--- config.mk ---
export PLATFORM = sky130hd
export DESIGN_NAME = useq_sequencer
export DESIGN_NICKNAME = d
export VERILOG_FILES = /design/src/rtl/useq_pkg.sv /design/src/rtl/useq_cond_pick.sv /design/src/rtl/useq_dispatch_map.sv /design/src/rtl/useq_sequencer.sv
export SDC_FILE = /design/constraint.sdc
export NUM_CORES = 1
export LEC_CHECK = 0
export ABC_CLOCK_PERIOD_IN_PS = 2000
export BUFFER_PORTS_ARGS = -buffer_cell sky130_fd_sc_hd__buf_2
export CORE_MARGIN = 4
export CORE_UTILIZATION = 45
export CTS_CLUSTER_SIZE = 14
export DETAILED_ROUTE_END_ITERATION = 12
export PLACE_DENSITY_LB_ADDON = 0.2
export SYNTH_ARGS = -nofsm -noshare
export SYNTH_HDL_FRONTEND = slang
export SYNTH_SLANG_ARGS = --single-unit
export TNS_END_PERCENT = 100
--- constraint.sdc ---
create_clock -name clk -period 2 [get_ports clk]
set_input_delay 0.4 -clock clk [delete_from_list [all_inputs] [get_ports clk]]
set_output_delay 0.4 -clock clk [all_outputs]
set_load 0.01 [all_outputs]
--- src/rtl/useq_pkg.sv ---
package useq_pkg;
    localparam int OPW_SEQ = 3;

    localparam logic [OPW_SEQ-1:0] SEQ_NEXT  = 3'd0;
    localparam logic [OPW_SEQ-1:0] SEQ_JUMP  = 3'd1;
    localparam logic [OPW_SEQ-1:0] SEQ_CJUMP = 3'd2;
    localparam logic [OPW_SEQ-1:0] SEQ_DISP  = 3'd3;
    localparam logic [OPW_SEQ-1:0] SEQ_EXEC1 = 3'd4;
endpackage

--- src/rtl/useq_cond_pick.sv ---
module useq_cond_pick #(
    parameter int NCOND = 8,
    parameter int SELW  = 3
) (
    input  logic [NCOND-1:0] flags,
    input  logic [SELW-1:0]  sel,
    output logic             hit
);
    localparam int SPAN = 2 ** SELW;

    logic [SPAN-1:0] padded;

    generate
        if (NCOND >= SPAN) begin : g_trunc
            assign padded = flags[SPAN-1:0];
        end else begin : g_pad
            assign padded = {{(SPAN-NCOND){1'b0}}, flags};
        end
    endgenerate

    assign hit = padded[sel];
endmodule

--- src/rtl/useq_dispatch_map.sv ---
module useq_dispatch_map #(
    parameter int            AW        = 8,
    parameter int            OPW       = 4,
    parameter int            SLOT_LOG2 = 2,
    parameter logic [AW-1:0] DISP_BASE = 8'h40
) (
    input  logic [OPW-1:0] opcode,
    output logic [AW-1:0]  start
);
    localparam int WW = AW + OPW + SLOT_LOG2;

    logic [WW-1:0] scaled;
    logic [WW-1:0] sum;

    generate
        if (SLOT_LOG2 == 0) begin : g_unit
            assign scaled = WW'(opcode);
        end else begin : g_slot
            assign scaled = {{AW{1'b0}}, opcode, {SLOT_LOG2{1'b0}}};
        end
    endgenerate

    assign sum   = scaled + WW'(DISP_BASE);
    assign start = sum[AW-1:0];
endmodule

--- src/rtl/useq_sequencer.sv ---
module useq_sequencer
    import useq_pkg::*;
#(
    parameter int            AW        = 8,
    parameter int            NCOND     = 8,
    parameter int            SELW      = 3,
    parameter int            OPW       = 4,
    parameter int            SLOT_LOG2 = 2,
    parameter logic [AW-1:0] DISP_BASE = 8'h40
) (
    input  logic               clk,
    input  logic               rst,
    input  logic               stall,
    input  logic [OPW_SEQ-1:0] op,
    input  logic [AW-1:0]      target,
    input  logic [SELW-1:0]    cond_sel,
    input  logic [NCOND-1:0]   flags,
    input  logic [OPW-1:0]     opcode,
    output logic [AW-1:0]      uaddr
);
    typedef struct packed {
        logic [AW-1:0] addr;
        logic [AW-1:0] ret;
        logic          pend;
    } seq_state_t;

    seq_state_t st_d, st_q;
    logic [AW-1:0] incr_addr;
    logic [AW-1:0] disp_addr;
    logic          cond_hit;
    logic          pend_q;
    logic [AW-1:0] ret_q;

    useq_cond_pick #(
        .NCOND(NCOND),
        .SELW (SELW)
    ) i_cond (
        .flags(flags),
        .sel  (cond_sel),
        .hit  (cond_hit)
    );

    useq_dispatch_map #(
        .AW       (AW),
        .OPW      (OPW),
        .SLOT_LOG2(SLOT_LOG2),
        .DISP_BASE(DISP_BASE)
    ) i_disp (
        .opcode(opcode),
        .start (disp_addr)
    );

    assign incr_addr = st_q.addr + 1'b1;

    always_comb begin
        st_d = st_q;
        if (rst) begin
            st_d = '0;
        end else if (!stall) begin
            if (st_q.pend) begin
                // target word of an execute-once branch: return, ignore its fields
                st_d.addr = st_q.ret;
                st_d.pend = 1'b0;
            end else begin
                case (op)
                    SEQ_JUMP:  st_d.addr = target;
                    SEQ_CJUMP: st_d.addr = cond_hit ? target : incr_addr;
                    SEQ_DISP:  st_d.addr = disp_addr;
                    SEQ_EXEC1: begin
                        st_d.addr = target;
                        st_d.ret  = incr_addr;
                        st_d.pend = 1'b1;
                    end
                    default:   st_d.addr = incr_addr;
                endcase
            end
        end
    end

    always_ff @(posedge clk) begin
        st_q <= st_d;
    end

    assign uaddr  = st_q.addr;
    assign pend_q = st_q.pend;
    assign ret_q  = st_q.ret;
endmodule

# ---- Word-level counts from Yosys, hierarchy flattened
# Cells that the tools add are included.
dict set report word_totals {
  reg_bits 17
  output_inout_bits 8
}
dict set report op_classes {
  addsub 2
  order_cmp 1
  n_eq_ne 4
  n_mux 7
  n_bitwise 2
  reduce_logical 2
}
# operator n
set op_table {}
lappend op_table {{$pmux W8 S3} 1}
lappend op_table {{$mux W8} 2}
lappend op_table {{$add A6 B7 Y8 const B} 1}
lappend op_table {{$add A8 B1 Y8 const B} 1}
lappend op_table {{$eq A3 B2 Y1 const B} 2}
lappend op_table {{$lt A3 B4 Y1 const B} 1}
lappend op_table {{$bmux W1 S3} 1}
lappend op_table {{$eq A3 B1 Y1 const B} 1}
lappend op_table {{$eq A3 B3 Y1 const B} 1}
lappend op_table {{$mux W1} 3}
lappend op_table {{$reduce_and A3 Y1} 1}
lappend op_table {{$not A1 Y1} 2}
lappend op_table {{$reduce_or A2 Y1} 1}

# ---- Logic depth before layout (Yosys ltp)
# Gate-level depths: netlist of run 1.
dict set report logic_depth {
  word_depth 5
  ltp_mapped 7
}

# ---- Hierarchy
# From an unflattened synthesis of run 1, not the netlist that was laid out.
dict set report hier_totals {
  cells_unflattened 145
  area_unflattened_um2 1216.2
}
# module n_inst cells_each area_per_inst_um2 seq_area_each_um2
set by_module_without_submodules {}
lappend by_module_without_submodules {useq_sequencer 1 132 1084.8 340.3}
lappend by_module_without_submodules {useq_dispatch_map 1 10 67.6 0.0}
lappend by_module_without_submodules {useq_cond_pick 1 3 63.8 0.0}

# ---- Least setup slack after synthesis of run 1
# Ideal clock, no wire load.
dict set report synth_timing {
  kind {flip-flop to flip-flop}
  start {register st_q, in the netlist uaddr[1]}
  end {register st_q, in the netlist uaddr[6]}
  setup_time_ns 0.074
  arrival_ns 1.593
  required_ns 1.926
  setup_slack_ns 0.333
  stages_incl_launch_ff 7
  period_less_slack_ns 1.667
  path_cell_list {dfxtp_1 > ha_1 > nand3_2 > or3_1 > a211oi_1 > o22ai_1 > a31oi_1}
}
dict set report synth_between {
  elab_chain_cells 4
}
# item line_no
set synth_lines {}
lappend synth_lines {{start, declared} useq_sequencer.sv:27} ;# seq_state_t st_d, st_q;
lappend synth_lines {{start signal, assigned} useq_sequencer.sv:81} ;# st_q <= st_d;
lappend synth_lines {{$add A8 B1 Y8 (*)} useq_sequencer.sv:53} ;# assign incr_addr = st_q.addr + 1'b1;
lappend synth_lines {{$mux W8} useq_sequencer.sv:67} ;# SEQ_CJUMP: st_d.addr = cond_hit ? target : incr_addr;
lappend synth_lines {{$pmux W8 S3 (*)} useq_sequencer.sv:65} ;# case (op)
lappend synth_lines {{$mux W8 (*)} useq_sequencer.sv:60} ;# if (st_q.pend) begin
# Mark *: on every way between the ends. The rest lies on a longest branch, timed or not.
# A chain may end at the register's enable or synchronous reset.

# ---- Worst setup path in the final report of run 1
# Ends and elaborated chain as after synthesis.

==> results of run 1 <==
-- state kept, by name, indices dropped and copies added (netlist names) --
register and flops:
uaddr 8, pend_q 1, ret_q 8
-- power breakdown --
group	total (uW)	internal (uW)	leakage [uW]	switching [uW]
clock network	185	77.6	0.0000150	107
logic	220	102	0.000451	118
registers	378	356	0.000139	22.0
-- layout by cell type (no fill, tap or decap), types with 4 or more instances in the layout --
cell type | synthesis | routed
buf_2 | 1 | 36
nand3_1 | 4 | 4
dfxtp_1 | 17 | 17
inv_1 | 7 | 7
a211oi_1 | 7 | 7
o21ai_0 | 8 | 8
nand2_1 | 15 | 15
a21oi_1 | 11 | 11
mux2_2 | 4 | 4
nor2_1 | 19 | 19
nand4_1 | 4 | 4
-- final cells by class --
class,count,share of cell area [%]
sequential,17,22.7
inverter,7,1.75
clock buffer,4,1.75
tap,31,2.59
timing repair buffer,38,13.0
multi-input combinational,126,58.2
-- worst max-delay path, cell delays in order, from the launching register on --
cell	delay, ps
dfxtp_1	480
ha_1	250
nand3_2	110
or3_1	350
a211oi_1	240
o22ai_1	110
a31oi_1	170
-- per-stage QoR --
| step | util (%) | worst slack, ps |
|---|---|---|
| after floorplan | - | 333 |
| after global placement | 53.9 | 268 |
| after detailed placement | 53.9 | 195 |
| after CTS | 54.9 | 212 |
| after global routing | 54.9 | 96.2 |
| final | 54.9 | 212 |
-- cell families (layout without fill, tap and decap cells) --
family | count (synthesis) | count (layout)
compound gates | 52 | 52
buf+inv | 13 | 49
simple gates | 58 | 58
xor+xnor | 7 | 7
flops | 17 | 17
fa+ha+maj | 1 | 1
mux | 8 | 8
-- final timing paths --
path                                  to  slack, ps  cells past startpoint
worst min-delay path            uaddr[6]        440                      3
worst max-delay path            uaddr[6]        210                      6
worst max register to register  uaddr[6]        210                      6
worst min register to register  ret_q[1]        470                      2
-- layer usage --
metal	GRT usage [%]	vias up	routed length (um)
met2	29.0	43	1400
met5	0	-	0
met1	24.2	569	1500
met3	2.94	6	240
met4	6.50	0	39
li1	-	651	-
==> tab_implementation.tex, run 1 <==
\begin{tabular}{lr}
\hline
Metric & Value \\
\hline
\multicolumn{2}{l}{\textbf{Floorplan}} \\
\quad Die boundary height & 61.3 um \\
\quad Num ports & 37 \\
\quad Starting density of the core & 46.8\% \\
\quad Die footprint & 3760 um2 \\
\quad Total core area & 2730 um2 \\
\quad Std-Cell Rows & 19 \\
\quad Horiz. Die Dim & 61.3 um \\
\multicolumn{2}{l}{\textbf{Timing}} \\
\quad Setup-failing EPs final & 0 \\
\quad Clock period minus final worst setup slack & 1790 ps \\
\quad Setup TNS & 0 ps \\
\quad Final count of hold timing violations & 0 \\
\quad Share of the clock period used by the worst path after layout & 89.4\% \\
\quad Highest Clock Rate & 559 MHz \\
\quad RSZ-0062 raised after global routing & no \\
\quad Final slew viol count & 0 \\
\quad Tightest slew margin relative to the limit & 70.5\% \\
\quad Worst Clk Skew & 0.932 ps \\
\quad Worst hold slack after final layout & 440 ps \\
\quad Transition time of the tightest slew-check pin & 442 ps \\
\multicolumn{2}{l}{\textbf{Setup path}} \\
\quad Startpoint of the most critical register-to-register path & uaddr[1] \\
\quad Crit Path Max Fanout & 7 \\
\quad Crit path launch & uaddr[1] \\
\quad Data required time of the critical path & 2220 ps \\
\quad Worst setup EP type & flop \\
\quad Crit start category & flop \\
\quad Crit path kind & flop to flop \\
\quad Data arrival time of the worst path & 2010 ps \\
\multicolumn{2}{l}{\textbf{Layout}} \\
\quad Final nets & 223 \\
\quad Fraction of final layout cells with drive strength greater than 1 & 30.7\% \\
\quad Layout-stage area growth over the synthesis result & 17.3\% \\
\quad Total area of multi-input combinational cells & 873 um2 \\
\quad Number of standard cells in the final layout excluding fillers & 223 \\
\quad FF/Latch Area & 340 um2 \\
\quad \# diodes & 0 \\
\quad Layout fillers & 270 \\
\quad Finished Cell Area & 1500 um2 \\
\multicolumn{2}{l}{\textbf{Clocking}} \\
\quad Deepest level of the CTS H-tree & 1 \\
\quad Post-CTS setup repair buffer count & 0 \\
\quad CTS tree & built \\
\quad Maximum buffer depth of the clock tree & 2 \\
\quad Post-cts gate resize count & 0 \\
\quad Clock latency at the later pin of the worst-skew pair & 290 ps \\
\quad Clock transition at the registers of the reported paths & 90 ps \\
\quad CTS sink cnt & 17 \\
\quad Num CTS Buffers & 3 \\
\quad CTS Root Cell & clkbuf\_4 \\
\quad Number of hold buffers added after CTS & 0 \\
\multicolumn{2}{l}{\textbf{Global route}} \\
\quad Wire length of the first global-routing pass & 5090 um \\
\quad GR Util All Layers & 18.0\% \\
\quad Antenna violations before repair & 0 \\
\quad Via count of the first global-routing pass & 1158 \\
\quad Largest net degree at the start of global routing & 17 \\
\quad Grt total ovfl & 0 \\
\multicolumn{2}{l}{\textbf{Logic synthesis}} \\
\quad Synth Area in XOR/XNOR & 5.38\% \\
\quad Post-synthesis sequential area ratio & 26.6\% \\
\quad Largest area contributor in the netlist & dfxtp\_1 \\
\quad Mean post-synth cell area & 8.20 um2 \\
\quad Fraction of the mapped netlist area in adder cells & 0.978\% \\
\quad Fraction of the mapped netlist area in compound gates & 31.8\% \\
\quad Number of distinct library cells after synthesis & 48 \\
\quad Count of mapped cells out of synthesis & 156 \\
\quad Synth warnings & 0 \\
\quad Count of flip-flops with a built-in enable after synthesis & 0 \\
\quad Dominant synthesized flop cell & dfxtp\_1 \\
\quad Area fraction of the dominant cell type after synthesis & 26.6\% \\
\quad Combinational family with the most area after synthesis & compound AO/OA/AOI/OAI gates \\
\quad Simple-gate portion of the synthesized area & 23.1\% \\
\quad Most frequent cell after synthesis & nor2\_1 \\
\quad Share of synthesized flip-flops with an asynchronous set or reset & 0\% \\
\quad Top cells by count, synth & nor2\_1 (19), dfxtp\_1 (17), nand2\_1 (15) \\
\quad Top cells by area in the synthesized netlist & dfxtp\_1 (27\%), nor2\_1 (5.6\%), nand2\_1 (4.4\%), a21oi\_1 (4.3\%), a211oi\_1 (4.1\%) \\
\quad Net Count, Synth & 186 \\
\quad Synthesis-stage register bit count & 17 \\
\quad Cell Area, Synth & 1280 um2 \\
\quad Share of cell area taken by muxes after synthesis & 7.05\% \\
\multicolumn{2}{l}{\textbf{Place}} \\
\quad Placer Congestion & 0.864 \\
\quad Count of buffers from port buffering & 36 \\
\quad Number of cells in the design after placement & 219 \\
\quad DP HPWL & 2530 um \\
\quad Placement-stage cell area & 1470 um2 \\
\multicolumn{2}{l}{\textbf{Power and ir drop}} \\
\quad Post-layout total power & 783 uW \\
\quad Maximum VDD drop & 421 uV \\
\quad Standby leakage power & 0.000605 uW \\
\quad Areal power density over the cells & 522 nW/um2 \\
\multicolumn{2}{l}{\textbf{Detailed routing}} \\
\quad Number of design rule violations left after detail routing & 0 \\
\quad Drt first pass iters & 4 \\
\quad Detailed Route Iter0 Violations & 49 \\
\quad Vias per cell & 5.69 \\
\quad Wire length per cell after detailed routing & 14.3 um \\
\quad Antenna Violating Nets Remaining & 0 \\
\quad Vias after detailed routing & 1269 \\
\quad Routed Wire Length & 3180 um \\
\multicolumn{2}{l}{\textbf{Run status}} \\
\quad Outcome & complete, no violations \\
\multicolumn{2}{l}{\textbf{Min path}} \\
\quad Worst hold-check path type & input pin to flop \\
\quad Worst hold start & target[6] \\
\multicolumn{2}{l}{\textbf{Run}} \\
\quad Max capacitance violation total & 0 \\
\hline
\end{tabular}
Power figures use the tool's default switching activity.
==> run 2, diff against run 1 <==
Settings changed: ABC_CLOCK_PERIOD_IN_PS 2000 to 2250, BUFFER_PORTS_ARGS -buffer_cell sky130_fd_sc_hd__buf_2 to -buffer_cell sky130_fd_sc_hd__buf_4.
Clock period 2 ns to 2.25 ns, I/O delays scaled along.
==> run 2 against run 1 <==
  * Combinational power down 5%
  * Cell area up 5.0%
  * Fmax up 0.21%
  * Critical endpoint unchanged
  * Flip-flop and latch count unchanged
==> tab_implementation.tex, run 2 (synthesis gave the netlist of run 1 again) <==
\begin{tabular}{lr}
\hline
Metric & Value \\
\hline
\multicolumn{2}{l}{\textbf{Run status}} \\
\quad Outcome & complete, no violations (unchanged) \\
\multicolumn{2}{l}{\textbf{Timing}} \\
\quad Tightest slew margin relative to the limit & 70.2\% (was 70.5\%) \\
\quad Final slew viol count & 0 (unchanged) \\
\quad Clock period minus final worst setup slack & 1780 ps (was 1790 ps) \\
\quad Highest Clock Rate & 560 MHz (was 559 MHz) \\
\quad Transition time of the tightest slew-check pin & 446 ps (was 442 ps) \\
\quad RSZ-0062 raised after global routing & no (unchanged) \\
\quad Setup-failing EPs final & 0 (unchanged) \\
\quad Final count of hold timing violations & 0 (unchanged) \\
\quad Share of the clock period used by the worst path after layout & 79.3\% (was 89.4\%) \\
\quad Setup TNS & 0 ps (unchanged) \\
\quad Worst Clk Skew & 7.21 ps (was 0.932 ps) \\
\multicolumn{2}{l}{\textbf{Clocking}} \\
\quad Deepest level of the CTS H-tree & 1 (unchanged) \\
\quad Post-cts gate resize count & 0 (unchanged) \\
\quad CTS sink cnt & 17 (unchanged) \\
\quad CTS Root Cell & clkbuf\_4 (unchanged) \\
\quad Clock transition at the registers of the reported paths & 100 ps (was 90 ps) \\
\quad Num CTS Buffers & 3 (unchanged) \\
\quad Clock latency at the later pin of the worst-skew pair & 290 ps (about the same) \\
\quad Maximum buffer depth of the clock tree & 2 (unchanged) \\
\quad CTS tree & built (unchanged) \\
\quad Post-CTS setup repair buffer count & 0 (unchanged) \\
\quad Number of hold buffers added after CTS & 0 (unchanged) \\
\multicolumn{2}{l}{\textbf{Global route}} \\
\quad Met1 global-route usage & 24.9\% (was 24.2\%) \\
\quad Largest net degree at the start of global routing & 17 (unchanged) \\
\quad Via count of the first global-routing pass & 1219 (was 1158) \\
\quad Antenna violations before repair & 0 (unchanged) \\
\quad GR Util All Layers & 18.5\% (was 18.0\%) \\
\quad Met3 track utilization from global routing & 2.73\% (was 2.94\%) \\
\quad Wire length of the first global-routing pass & 5320 um (was 5090 um) \\
\quad Grt total ovfl & 0 (unchanged) \\
\quad Most utilized layer in the global route result & met2 (unchanged) \\
\quad Met2 layer usage reported by global route & 30.1\% (was 29.0\%) \\
\multicolumn{2}{l}{\textbf{Detailed routing}} \\
\quad Wire length per cell after detailed routing & 14.9 um (was 14.3 um) \\
\quad Antenna Violating Nets Remaining & 0 (unchanged) \\
\quad Drt first pass iters & 4 (unchanged) \\
\quad Number of design rule violations left after detail routing & 0 (unchanged) \\
\quad Vias after detailed routing & 1301 (was 1269) \\
\quad Vias per cell & 5.89 (was 5.69) \\
\quad Detailed Route Iter0 Violations & 57 (was 49) \\
\quad Routed Wire Length & 3290 um (was 3180 um) \\
\multicolumn{2}{l}{\textbf{Power and ir drop}} \\
\quad Maximum VDD drop & 346 uV (was 421 uV) \\
\quad Standby leakage power & 0.000619 uW (was 0.000605 uW) \\
\quad Areal power density over the cells & 450 nW/um2 (was 522 nW/um2) \\
\quad Post-layout total power & 709 uW (was 783 uW) \\
\multicolumn{2}{l}{\textbf{Layout}} \\
\quad Most common cell after layout, fill and taps aside & buf\_4 (was buf\_2) \\
\quad Commonest non-fill, non-tap cells in the layout & buf\_4 (36), nor2\_1 (19), dfxtp\_1 (17) (was buf\_2 (36), nor2\_1 (19), dfxtp\_1 (17)) \\
\quad Fraction of final layout cells with drive strength greater than 1 & 30.0\% (was 30.7\%) \\
\quad Layout-stage area growth over the synthesis result & 23.2\% (was 17.3\%) \\
\quad Final nets & 221 (was 223) \\
\quad \# diodes & 0 (unchanged) \\
\quad Layout fillers & 259 (was 270) \\
\multicolumn{2}{l}{\textbf{Setup path}} \\
\quad Crit start category & flop (unchanged) \\
\quad Crit path kind & flop to flop (unchanged) \\
\quad Crit Path Max Fanout & 7 (unchanged) \\
\quad Buf+Inv Stages, Crit Path & 0 (unchanged) \\
\quad Cells along the critical path & ha\_1 -> nand3\_2 -> or3\_1 -> a211oi\_1 -> o22ai\_1 -> a31oi\_1 (unchanged) \\
\quad Worst path slowest cell & dfxtp\_1 (unchanged) \\
\quad Data required time of the critical path & 2470 ps (was 2220 ps) \\
\quad Data arrival time of the worst path & 2000 ps (was 2010 ps) \\
\quad Worst setup EP type & flop (unchanged) \\
\quad Worst path top cell family by delay & compound AO/OA/AOI/OAI gates (unchanged) \\
\quad Crit-path max cell delay & 480 ps (about the same) \\
\multicolumn{2}{l}{\textbf{Place}} \\
\quad Count of buffers from port buffering & 36 (unchanged) \\
\quad Placer Congestion & 0.837 (was 0.864) \\
\quad DP HPWL & 2560 um (was 2530 um) \\
\multicolumn{2}{l}{\textbf{Floorplan}} \\
\quad Starting density of the core & 46.8\% (unchanged) \\
\quad Die footprint & 3760 um2 (unchanged) \\
\quad Num ports & 37 (unchanged) \\
\quad Horiz. Die Dim & 61.3 um (unchanged) \\
\quad Std-Cell Rows & 19 (unchanged) \\
\quad Total core area & 2730 um2 (unchanged) \\
\quad Die boundary height & 61.3 um (unchanged) \\
\multicolumn{2}{l}{\textbf{Run}} \\
\quad Max capacitance violation total & 0 (unchanged) \\
\multicolumn{2}{l}{\textbf{Min path}} \\
\quad Worst hold-check path type & input pin to flop (unchanged) \\
\hline
\end{tabular}
[run 2: stage by stage]
step	instance area (um2)	instances	util, %	worst slack, ps	hold slack (ps)
6_report	1580	221	57.6	466	450
4_1_cts	1580	221	57.6	457	450
3_3_place_gp	1550	217	56.7	445	445
5_1_grt	1580	221	57.6	281	469
3_5_place_dp	1550	217	56.7	426	457
2_1_floorplan	1280	156	-	579	436
[run 2: per-layer routing]
layer  part of all wire, %  vias to the layer above
met3                   6.5                        2
li1                      -                      646
met2                    47                       48
met4                  0.58                        0
met5                     0                        -
met1                    46                      605
[run 2: report_power, final]
part / internal, uW / total (uW) / switching (uW)
Combinational: 106 / 209 / 103
Sequential: 316 / 339 / 22.5
Clock: 68.9 / 161 / 91.9
[run 2: final timing paths]
check | start | to | slack (ps) | cells after the start
max | uaddr[1] | uaddr[6] | 470 | 6
min | rst | pend_q | 450 | 2
max reg2reg | uaddr[1] | uaddr[6] | 470 | 6
min reg2reg | ret_q[1] | ret_q[1] | 460 | 2
[run 2: layout make-up]
type                    instances  area (um2)  share of cell area, %
well taps                      31        38.8                   2.46
clock buffers                   4        26.3                   1.67
flip-flops and latches         17         340                   21.6
repair buffers                 36         270                   17.2
inverters                       7        26.3                   1.67
multi-input cells             126         873                   55.4
[run 2: worst register-to-register path, delay by kind of cell, from the launching register on]
family | cells | cell delay, ps
adders and majority gates | 1 | 260
and+or+nand+nor | 2 | 460
AOI/OAI and AO/OA | 3 | 520
DFF | 1 | 480
==> run 3, diff against run 2 <==
Settings changed: ABC_CLOCK_PERIOD_IN_PS 2250 to 1800.
Clock period 2.25 ns to 1.8 ns, I/O delays scaled along.
==> run 3 against run 2 <==
  * Clock skew down 6.2 ps
  * Worst hold slack worse by 88 ps
  * Non-clock buffer count up 5
  * Global-route usage down 0.96 points
  * Total power up 28%
  * Wire length down 2.4%
  * Setup slack worse by 290 ps
==> tab_implementation.tex, run 3 (synthesis gave the netlist of run 1 again) <==
\begin{tabular}{lr}
\hline
Metric & Value \\
\hline
\multicolumn{2}{l}{\textbf{Run status}} \\
\quad Outcome & complete, no violations (unchanged) \\
\multicolumn{2}{l}{\textbf{Detailed routing}} \\
\quad Detailed Route Iter0 Violations & 40 (was 57) \\
\quad Number of design rule violations left after detail routing & 0 (unchanged) \\
\quad Vias after detailed routing & 1299 (was 1301) \\
\quad Wire length per cell after detailed routing & 14.2 um (was 14.9 um) \\
\quad Routed Wire Length & 3220 um (was 3290 um) \\
\quad Antenna Violating Nets Remaining & 0 (unchanged) \\
\quad Drt first pass iters & 4 (unchanged) \\
\quad Vias per cell & 5.75 (was 5.89) \\
\multicolumn{2}{l}{\textbf{Power and ir drop}} \\
\quad Standby leakage power & 0.000649 uW (was 0.000619 uW) \\
\quad Maximum VDD drop & 601 uV (was 346 uV) \\
\quad Areal power density over the cells & 559 nW/um2 (was 450 nW/um2) \\
\quad Post-layout total power & 908 uW (was 709 uW) \\
\multicolumn{2}{l}{\textbf{Floorplan}} \\
\quad Total core area & 2730 um2 (unchanged) \\
\quad Std-Cell Rows & 19 (unchanged) \\
\quad Horiz. Die Dim & 61.3 um (unchanged) \\
\quad Die boundary height & 61.3 um (unchanged) \\
\quad Die footprint & 3760 um2 (unchanged) \\
\quad Num ports & 37 (unchanged) \\
\quad Starting density of the core & 46.8\% (unchanged) \\
\multicolumn{2}{l}{\textbf{Clocking}} \\
\quad CTS Root Cell & clkbuf\_4 (unchanged) \\
\quad Num CTS Buffers & 3 (unchanged) \\
\quad Clock latency at the later pin of the worst-skew pair & 290 ps (about the same) \\
\quad Clock transition at the registers of the reported paths & 100 ps (about the same) \\
\quad Post-cts gate resize count & 0 (unchanged) \\
\quad CTS sink cnt & 17 (unchanged) \\
\quad Number of hold buffers added after CTS & 0 (unchanged) \\
\quad CTS tree & built (unchanged) \\
\quad Maximum buffer depth of the clock tree & 2 (unchanged) \\
\quad Post-CTS setup repair buffer count & 0 (unchanged) \\
\quad Deepest level of the CTS H-tree & 1 (unchanged) \\
\multicolumn{2}{l}{\textbf{Global route}} \\
\quad Via count of the first global-routing pass & 1138 (was 1219) \\
\quad Largest net degree at the start of global routing & 17 (unchanged) \\
\quad GR Util All Layers & 17.5\% (was 18.5\%) \\
\quad Antenna violations before repair & 0 (unchanged) \\
\quad Grt total ovfl & 0 (unchanged) \\
\quad Wire length of the first global-routing pass & 4930 um (was 5320 um) \\
\multicolumn{2}{l}{\textbf{Layout}} \\
\quad Layout-stage area growth over the synthesis result & 27.1\% (was 23.2\%) \\
\quad Layout fillers & 264 (was 259) \\
\quad Total area of multi-input combinational cells & 873 um2 (unchanged) \\
\quad \# diodes & 0 (unchanged) \\
\quad FF/Latch Area & 340 um2 (unchanged) \\
\quad Commonest non-fill, non-tap cells in the layout & buf\_4 (40), nor2\_1 (19), dfxtp\_1 (17) (was buf\_4 (36), nor2\_1 (19), dfxtp\_1 (17)) \\
\quad Number of standard cells in the final layout excluding fillers & 226 (was 221) \\
\quad Final core utilization & 59.5\% (was 57.6\%) \\
\quad Most common cell after layout, fill and taps aside & buf\_4 (unchanged) \\
\quad Final nets & 226 (was 221) \\
\quad Fraction of final layout cells with drive strength greater than 1 & 31.8\% (was 30.0\%) \\
\multicolumn{2}{l}{\textbf{Setup path}} \\
\quad Crit start category & flop (unchanged) \\
\quad Buf+Inv Stages, Crit Path & 0 (unchanged) \\
\quad Crit-path max cell delay & 360 ps (was 480 ps) \\
\quad Data required time of the critical path & 2030 ps (was 2470 ps) \\
\quad Critical Path Sink & uaddr[6] (unchanged) \\
\quad Crit path kind & flop to flop (unchanged) \\
\quad Worst path top cell family by delay & compound AO/OA/AOI/OAI gates (unchanged) \\
\quad Cells along the critical path & ha\_1 -> nand3\_2 -> or3\_1 -> a211oi\_1 -> o22ai\_1 -> a31oi\_1 (unchanged) \\
\quad Instance count on the critical path & 6 (unchanged) \\
\quad Worst path slowest cell & dfxtp\_1 (unchanged) \\
\quad Cell count of the worst reg-to-reg path & 6 (unchanged) \\
\quad Worst setup EP type & flop (unchanged) \\
\quad Crit path launch & uaddr[0] (was uaddr[1]) \\
\quad RR Endpoint & uaddr[6] (unchanged) \\
\quad Startpoint of the most critical register-to-register path & uaddr[0] (was uaddr[1]) \\
\quad Reg2reg setup slack & 170 ps (was 470 ps) \\
\quad Crit Path Max Fanout & 3 (was 7) \\
\quad Data arrival time of the worst path & 1850 ps (was 2000 ps) \\
\multicolumn{2}{l}{\textbf{Run}} \\
\quad Max capacitance violation total & 0 (unchanged) \\
\multicolumn{2}{l}{\textbf{Place}} \\
\quad Placer Congestion & 0.863 (was 0.837) \\
\quad Count of buffers from port buffering & 36 (unchanged) \\
\quad DP HPWL & 2520 um (was 2560 um) \\
\quad Number of cells in the design after placement & 222 (was 217) \\
\quad Worst slack at placement & 103 ps (was 426 ps) \\
\multicolumn{2}{l}{\textbf{Timing}} \\
\quad Worst Clk Skew & 0.964 ps (was 7.21 ps) \\
\quad Clock period minus final worst setup slack & 1630 ps (was 1780 ps) \\
\quad Final worst-path setup slack & 175 ps (was 466 ps) \\
\quad RSZ-0062 raised after global routing & no (unchanged) \\
\quad Tightest slew margin relative to the limit & 69.9\% (was 70.2\%) \\
\quad Share of the clock period used by the worst path after layout & 90.3\% (was 79.3\%) \\
\quad Final slew viol count & 0 (unchanged) \\
\quad Highest Clock Rate & 615 MHz (was 560 MHz) \\
\quad Final count of hold timing violations & 0 (unchanged) \\
\quad Transition time of the tightest slew-check pin & 451 ps (was 446 ps) \\
\quad Setup TNS & 0 ps (unchanged) \\
\quad Setup-failing EPs final & 0 (unchanged) \\
\multicolumn{2}{l}{\textbf{Min path}} \\
\quad Worst hold-check path type & input pin to flop (unchanged) \\
\hline
\end{tabular}
[run 3: metrics by stage]
stage                     instance area, um2  hold slack [ps]
after floorplan                         1280              433
after global placement                  1600              444
after detailed placement                1600              467
after CTS                               1630              363
after global routing                    1630              363
final                                   1630              362
[run 3: metal layers]
metal	global-route usage (%)	share of wire [%]	wire length (um)
met5	0	0	0
met4	8.36	1.5	47
met3	2.10	9.1	294
met2	28.4	44	1410
met1	23.0	45	1460
[run 3: worst min path at each step]
stage               startpoint  endpoint  depth (start not counted)
CTS                        rst  uaddr[5]                          2
global route               rst  uaddr[5]                          2
floorplan                  rst  uaddr[1]                          1
finish                     rst  uaddr[5]                          2
global placement      ret_q[1]  ret_q[1]                          2
detailed placement    ret_q[1]  ret_q[1]                          2
[run 3: report_power, final]
| group | internal [uW] | total [uW] | switching [uW] |
|---|---|---|---|
| Sequential | 395 | 415 | 20.0 |
| Clock | 86.3 | 211 | 125 |
| Combinational | 144 | 281 | 137 |
[run 3: cell type report]
type | count | area share (%)
Timing Repair Buffer | 41 | 19.7
Multi-Input combinational cell | 126 | 53.7
Sequential cell | 17 | 20.9
Clock buffer | 4 | 1.62
Tap cell | 31 | 2.39
Inverter | 7 | 1.62
